### src/rtl/wprot_pkg.sv
package wprot_pkg;
  // Bit positions inside the status byte
  localparam int SB_PEN = 7;
  localparam int SB_BPH = 3;
  localparam int SB_BPL = 2;
  localparam int SB_WEL = 1;
  localparam int SB_WIP = 0;

  typedef enum logic [1:0] {
    BLK_NONE    = 2'b00,
    BLK_QUARTER = 2'b01,
    BLK_HALF    = 2'b10,
    BLK_ALL     = 2'b11
  } blk_code_t;
endpackage

### src/rtl/wp_block_decode.sv
module wp_block_decode
  import wprot_pkg::*;
#(
  parameter int ADDR_W = 11
) (
  input  logic [ADDR_W-1:0] addr,
  input  blk_code_t         code,
  output logic              is_locked
);
  localparam int TOP = ADDR_W - 1;

  logic [1:0] top2;

  generate
    if (ADDR_W >= 2) begin : g_wide
      assign top2 = addr[TOP -: 2];
    end else begin : g_narrow
      assign top2 = {addr[TOP], addr[TOP]};
    end
  endgenerate

  always_comb begin
    unique case (code)
      BLK_NONE:    is_locked = 1'b0;
      BLK_QUARTER: is_locked = (top2 == 2'b11);
      BLK_HALF:    is_locked = top2[1];
      BLK_ALL:     is_locked = 1'b1;
      default:     is_locked = 1'b1;
    endcase
  end
endmodule

### src/rtl/wp_enable_latch.sv
module wp_enable_latch (
  input  logic clk,
  input  logic rst,
  input  logic set_req,
  input  logic clr_req,
  output logic wel
);
  always_ff @(posedge clk) begin
    if (rst)          wel <= 1'b0;
    else if (clr_req) wel <= 1'b0;
    else if (set_req) wel <= 1'b1;
  end
endmodule

### src/rtl/wp_cycle_tracker.sv
module wp_cycle_tracker (
  input  logic clk,
  input  logic rst,
  input  logic start,
  input  logic done,
  output logic wip
);
  always_ff @(posedge clk) begin
    if (rst)       wip <= 1'b0;
    else if (start) wip <= 1'b1;
    else if (done)  wip <= 1'b0;
  end
endmodule

### src/rtl/eeprom_wprot.sv
module eeprom_wprot
  import wprot_pkg::*;
#(
  parameter int         ADDR_W   = 11,
  parameter logic [2:0] NV_RESET = 3'b000
) (
  input  logic              clk,
  input  logic              rst,
  input  logic              ev_wren,
  input  logic              ev_wrdi,
  input  logic              ev_wrsr,
  input  logic [7:0]        wrsr_data,
  input  logic              ev_write,
  input  logic [ADDR_W-1:0] wr_addr,
  input  logic              ev_done,
  input  logic              wp_level,
  output logic [7:0]        status_byte,
  output logic              array_wr_ok,
  output logic              status_wr_ok
);
  localparam int NV_W = 3;

  logic      wel_q, wip_q;
  logic      pen_q;
  blk_code_t blk_q;
  logic      busy, hw_lock, addr_locked;
  logic      take_wrsr, take_write, sr_go, arr_go;
  logic      unused_bits;

  // A completion in the same cycle frees the block for a new write
  assign busy       = wip_q & ~ev_done;
  assign hw_lock    = ~wp_level & pen_q;
  assign take_wrsr  = ev_wrsr  & wel_q & ~busy;
  assign take_write = ev_write & wel_q & ~busy;
  assign sr_go      = take_wrsr & ~hw_lock;
  assign arr_go     = take_write & ~addr_locked;
  assign unused_bits = ^{wrsr_data[6:4], wrsr_data[1:0]};

  wp_block_decode #(.ADDR_W(ADDR_W)) blk_dec_i (
    .addr      (wr_addr),
    .code      (blk_q),
    .is_locked (addr_locked)
  );

  wp_enable_latch wel_i (
    .clk     (clk),
    .rst     (rst),
    .set_req (ev_wren),
    .clr_req (ev_wrdi | take_wrsr | take_write),
    .wel     (wel_q)
  );

  wp_cycle_tracker wip_i (
    .clk   (clk),
    .rst   (rst),
    .start (sr_go | arr_go),
    .done  (ev_done),
    .wip   (wip_q)
  );

  // Nonvolatile protection bits
  always_ff @(posedge clk) begin
    if (rst) begin
      {pen_q, blk_q} <= NV_RESET[NV_W-1:0];
    end else if (sr_go) begin
      pen_q <= wrsr_data[SB_PEN];
      blk_q <= blk_code_t'(wrsr_data[SB_BPH:SB_BPL]);
    end
  end

  // Registered permit pulses
  always_ff @(posedge clk) begin
    if (rst) begin
      array_wr_ok  <= 1'b0;
      status_wr_ok <= 1'b0;
    end else begin
      array_wr_ok  <= arr_go;
      status_wr_ok <= sr_go;
    end
  end

  always_comb begin
    status_byte         = 8'h00;
    status_byte[SB_PEN] = pen_q;
    status_byte[SB_BPH:SB_BPL] = blk_q;
    status_byte[SB_WEL] = wel_q;
    status_byte[SB_WIP] = wip_q;
  end
endmodule

### config.mk
export PLATFORM = sky130hd
export DESIGN_NAME = eeprom_wprot
export DESIGN_NICKNAME = d
export VERILOG_FILES = /design/src/rtl/wprot_pkg.sv /design/src/rtl/wp_block_decode.sv /design/src/rtl/wp_enable_latch.sv /design/src/rtl/wp_cycle_tracker.sv /design/src/rtl/eeprom_wprot.sv
export SDC_FILE = /design/constraint.sdc
export NUM_CORES = 1
export LEC_CHECK = 0
export ABC_AREA = 1
export CAP_MARGIN = 20
export CORE_MARGIN = 4
export CORE_UTILIZATION = 25
export DETAILED_ROUTE_END_ITERATION = 10
export GPL_TIMING_DRIVEN = 0
export PLACE_DENSITY = 0.73
export SLEW_MARGIN = 20
export SYNTH_ARGS = -nofsm -noshare
export SYNTH_HDL_FRONTEND = slang
export SYNTH_SLANG_ARGS = --single-unit
export TNS_END_PERCENT = 20
### constraint.sdc
create_clock -name clk -period 0.96 [get_ports clk]
set_clock_uncertainty 0.15 [all_clocks]
set_input_delay 0.192 -clock clk [delete_from_list [all_inputs] [get_ports clk]]
set_output_delay 0.192 -clock clk [all_outputs]
set_load 0.01 [all_outputs]
-- After elaboration in Yosys (flattened, before gate mapping)
Index checks and enable logic that the tools add are counted.
Widths: inputs -> output; s select.
- flip-flop bits (word level): 7
- input bits: 27
- logic and storage cells: 32
- multiplexer cells: 3
- bitwise logic cells: 16
- reduce and logical (&&, ||, !) cells: 3
- equal/unequal tests: 4
- operators with widths (operator ; count):
    $and 1x1->1 ; 8
    $eq 2x2->1 const B ; 3
    $not 1->1 ; 5
    $pmux 1 s4 ; 1
    $or 1x1->1 ; 3
    $eq 2x1->1 const B ; 1
    $logic_not 2->1 ; 1
    $mux 1 ; 2
    $reduce_bool 2->1 ; 1
    $reduce_or 2->1 ; 1

-- Longest topological paths before layout
- depth in word-level cells: 7
- gate-level depth with buffers: 6

-- Cells and area by module
Synthesis repeated with hierarchy kept, for this count alone.
- cell total of the unflattened synthesis: 58
- area total of the unflattened synthesis: 399.1 µm²
- by module, submodules not included (module ; instances ; cells an instance ; area each (µm²)):
    eeprom_wprot ; 1 ; 44 ; 306.5
    wp_cycle_tracker ; 1 ; 5 ; 40.0
    wp_enable_latch ; 1 ; 6 ; 38.8
    wp_block_decode ; 1 ; 3 ; 13.8

-- Least setup slack after synthesis
OpenSTA, ideal clock, no wires.
- path kind: flip-flop to flip-flop
- start: register wel_i.wel
- end: register blk_q[0]
- arrival time: 0.681 ns
- stages on the path, launching flop included: 6
- setup time: 0.113 ns
- slack: 0.016 ns
- buffers on the path: 0
- cell sequence: dfxtp_1 -> nand2_1 -> inv_2 -> nand3_4 -> nor2_1 -> nor2_1
- longest elaborated chain between the ends: 3
- RTL lines (element ; line ; source):
    start, declared ; wp_enable_latch.sv:6 ; output logic wel
    start signal, assigned ; wp_enable_latch.sv:9 ; if (rst) wel <= 1'b0;
    start signal, assigned ; wp_enable_latch.sv:10 ; else if (clr_req) wel <= 1'b0;
    start signal, assigned ; wp_enable_latch.sv:11 ; else if (set_req) wel <= 1'b1;
    $and 1x1->1 (2 in a row) ; eeprom_wprot.sv:33 ; assign take_wrsr = ev_wrsr & wel_q & ~busy;
    $and 1x1->1 ; eeprom_wprot.sv:35 ; assign sr_go = take_wrsr & ~hw_lock;
    end signal, assigned ; eeprom_wprot.sv:64 ; {pen_q, blk_q} <= NV_RESET[NV_W-1:0];
    end signal, assigned ; eeprom_wprot.sv:67 ; blk_q <= blk_code_t'(wrsr_data[SB_BPH:SB_BPL]);
    end, declared ; eeprom_wprot.sv:25 ; blk_code_t blk_q;
Every way passes these cells.
A chain may end at the register's enable or synchronous reset.

-- Final worst setup path
- start: register wel_i.wel
- end: output port status_byte[1]
- RTL lines (element ; line ; source):
    end, declared ; eeprom_wprot.sv:17 ; output logic [7:0] status_byte,
No word-level cell between the ends.

==> results.yml <==
outcome:
  status: "complete, but fails checks"
  violations: "negative setup slack"
worst_setup_path:
  reg2reg_slack_ns: -0.14
  crit_required_ns: 0.62
  path_class: "reg2out"
  cpMaxStageDelayCell: "dfxtp_2"
  worst-path-max-fanout: 2
  arrival_ns: 0.78
  cp_common_cell: "buf_6"
  end_kind: "output port"
  crit_path_cell_trace: "buf_6, buf_6"
  worst_path_largest_cell_delay_ns: 0.32
  crit_path_start_kind: "flip-flop"
cts:
  cts_sinks: 7
  hold_buffers: 0
  clk_latency_ns: 0.25
  cts_root_buffer: "clkbuf_4"
  htree_levels: 1
  tritoncts: "done"
  cts_buffers: 3
  clkTransAtPathRegs_ns: 0.05
  clockBufferDepth: 2
synth:
  synth-adder-area-share: 0
  synth-seq-cells: 7
  ys_warn_count: 0
  netlist_area_um2: 369
  synth_seq_area_share: 0.380
  syn_area_per_cell_um2: 6.84
  synth.mux.area_fraction: 0
  synth-compound-area-share: 0
  synth_top_family_by_area: "simple AND/OR/NAND/NOR gates"
  synth_xor_xnor_area_share: 0
  yosysUniqueCellTypes: 14
  syn_inst: 54
  synthSimpleGateAreaFrac: 0.403
detailed_routing:
  viasPerCell: 3.91
  detail_route.iter0.violations: 8
  wl_um: 817
  vias: 383
  wl_per_cell_um: 8.34
  drc: 0
  drt_pass1_iterations: 3
  postRouteAntennaNets: 0
global_route:
  overflow: 0
  grt_max_degree: 8
  grt_pass1_vias: 316
  grt_pass1_wl_um: 1200
  grt_util_all_layers: 0.0823
  antenna_found_initial: 0
floorplanning:
  core_area_mm2: 0.00135
  start_util: 0.273
  fp-row-count: 13
  io_pins: 37
  die_w_um: 46.4
  fp.dieH_um: 46.4
  die-area_mm2: 0.00216
timing:
  hold_viol: 0
  setup_viol: 14
  hold_ws_ns: 0.371
  max_freq_ghz: 0.889
  period_share: 1.17
  period_needed_ns: 1.12
  slew_viol_final: 0
  setup_ws_ns: -0.165
  rsz0062_at_grt: "yes"
pwr:
  p_leak_uw: 0.000357
  netSwitchingFraction: 0.235
  p_switching_uw: 174
  p_per_area_mw_per_mm2: 1090
  pwr-share-seq: 0.419
  vdd_drop_max_mv: 0.681
  p_int_uw: 569
  combPwrFrac: 0.229
  clockPowerShare: 0.352
run:
  maxCapViolations: 0
placement:
  dpl.cell_count: 90
  dp_hpwl_um: 598
  port_buffers: 19
  gp_congestion: 0.691
cells_and_area:
  final_nets: 111
  area_growth_pct: 84.1
  layout-drive-gt1-share: 0.470
  final_cell_count_no_fill: 98
  fillers: 144
  fin_util: 0.503
  antenna_cells: 0
min_path:
  hold_path.class: "in2reg"
[cell usage after synthesis]
| cell | n | area share |
|---|---|---|
| nand3_1 | 1 | 0.014 |
| buf_4 | 6 | 0.12 |
| nand2_2 | 1 | 0.017 |
| nand2_4 | 1 | 0.031 |
| clkinv_2 | 1 | 0.014 |
| dfxtp_1 | 7 | 0.38 |
| and3_1 | 1 | 0.017 |
| inv_1 | 4 | 0.041 |
| conb_1 | 1 | 0.010 |
| inv_2 | 3 | 0.031 |
| nor3_1 | 1 | 0.014 |
| nand3_4 | 1 | 0.047 |
| nand2_1 | 13 | 0.13 |
| nor2_1 | 13 | 0.13 |
[layer usage]
metal	global-route usage	wire, um	share of wire
met3	0.0664	113	0.14
met1	0.0762	273	0.33
met5	0	0	0
met2	0.132	425	0.52
met4	0.0341	4	0.0049
[cell families (layout without fill, tap and decap cells)]
family / count (synthesis) / in the layout
buf+inv: 14 / 41
flops: 7 / 7
other cells: 1 / 3
simple gates: 32 / 32
[cell usage in the layout (no fill, tap or decap)]
master	instances
clkinv_2	1
buf_2	2
buf_6	9
nand3_2	1
conb_1	3
clkbuf_1	1
inv_1	4
nand2_1	9
and3_1	1
nand3_4	1
dfxtp_1	2
inv_2	3
nor2_2	2
nand2_2	5
clkbuf_4	3
nand2_4	1
clkdlybuf4s50_1	12
buf_4	6
nor2_1	11
nor3_1	1
dfxtp_2	5
[critical path: cells and delay by family (launching register included)]
kind	cells	cell delay [ns]
buffers and inverters	2	0.22
flip-flops	1	0.32
[final timing paths]
kind | end | startpoint | cells past startpoint
setup / recovery | status_byte[1] | wel_i.wel$_SDFFE_PP0P_ | 2
setup reg to reg | blk_q[1]$_SDFFE_PP0P_ | wip_i.wip$_SDFFE_PP0P_ | 6
hold / removal | blk_q[1]$_SDFFE_PP0P_ | wrsr_data[3] | 3
hold reg to reg | blk_q[1]$_SDFFE_PP0P_ | blk_q[1]$_SDFFE_PP0P_ | 4
[power by group through the flow]
| stage | sequential (uW) | combinational (uW) | clock, uW |
|---|---|---|---|
| after floorplan | 318 | 62.0 | 0 |
| after global placement | 316 | 141 | 0 |
| after detailed placement | 316 | 142 | 0 |
| after CTS | 311 | 162 | 275 |
| after global routing | 313 | 185 | 291 |
| final | 311 | 170 | 262 |
[per-stage QoR]
stage / setup TNS [ns] / power [uW] / worst slack [ns] / instance area (um2)
2_1_floorplan: 0 / 380 / 0.0161 / 377
3_3_place_gp: -4.22 / 457 / -0.365 / 586
3_5_place_dp: -4.32 / 458 / -0.375 / 586
4_1_cts: -1.33 / 747 / -0.170 / 656
5_1_grt: -2.00 / 789 / -0.196 / 679
6_report: -1.34 / 743 / -0.165 / 679
[registers in the layout, summed over array words and instances (netlist names)]
signal	count
array_wr_ok	1
status_wr_ok	1
pen_q	1
wip_i.wip	1
blk_q	2
wel_i.wel	1
[layout make-up]
type | count | area, um2 | area share
Inverter | 8 | 31.3 | 0.0460
Timing Repair Buffer | 23 | 220 | 0.324
Sequential cell | 7 | 146 | 0.215
Multi-Input combinational cell | 35 | 180 | 0.265
Clock buffer | 4 | 26.3 | 0.0387
Tap cell | 15 | 18.8 | 0.0276
Buffer | 6 | 56.3 | 0.0829
[timing repair]
| item | 4_1_cts | 5_1_grt |
|---|---|---|
| buffers inserted | 3 | 1 |
| endpoints found under the setup margin | 13 | 14 |
| pin swaps | 1 | 2 |
| resized for setup | 43 | 6 |
No activity file was read; power rests on OpenSTA's default activity.
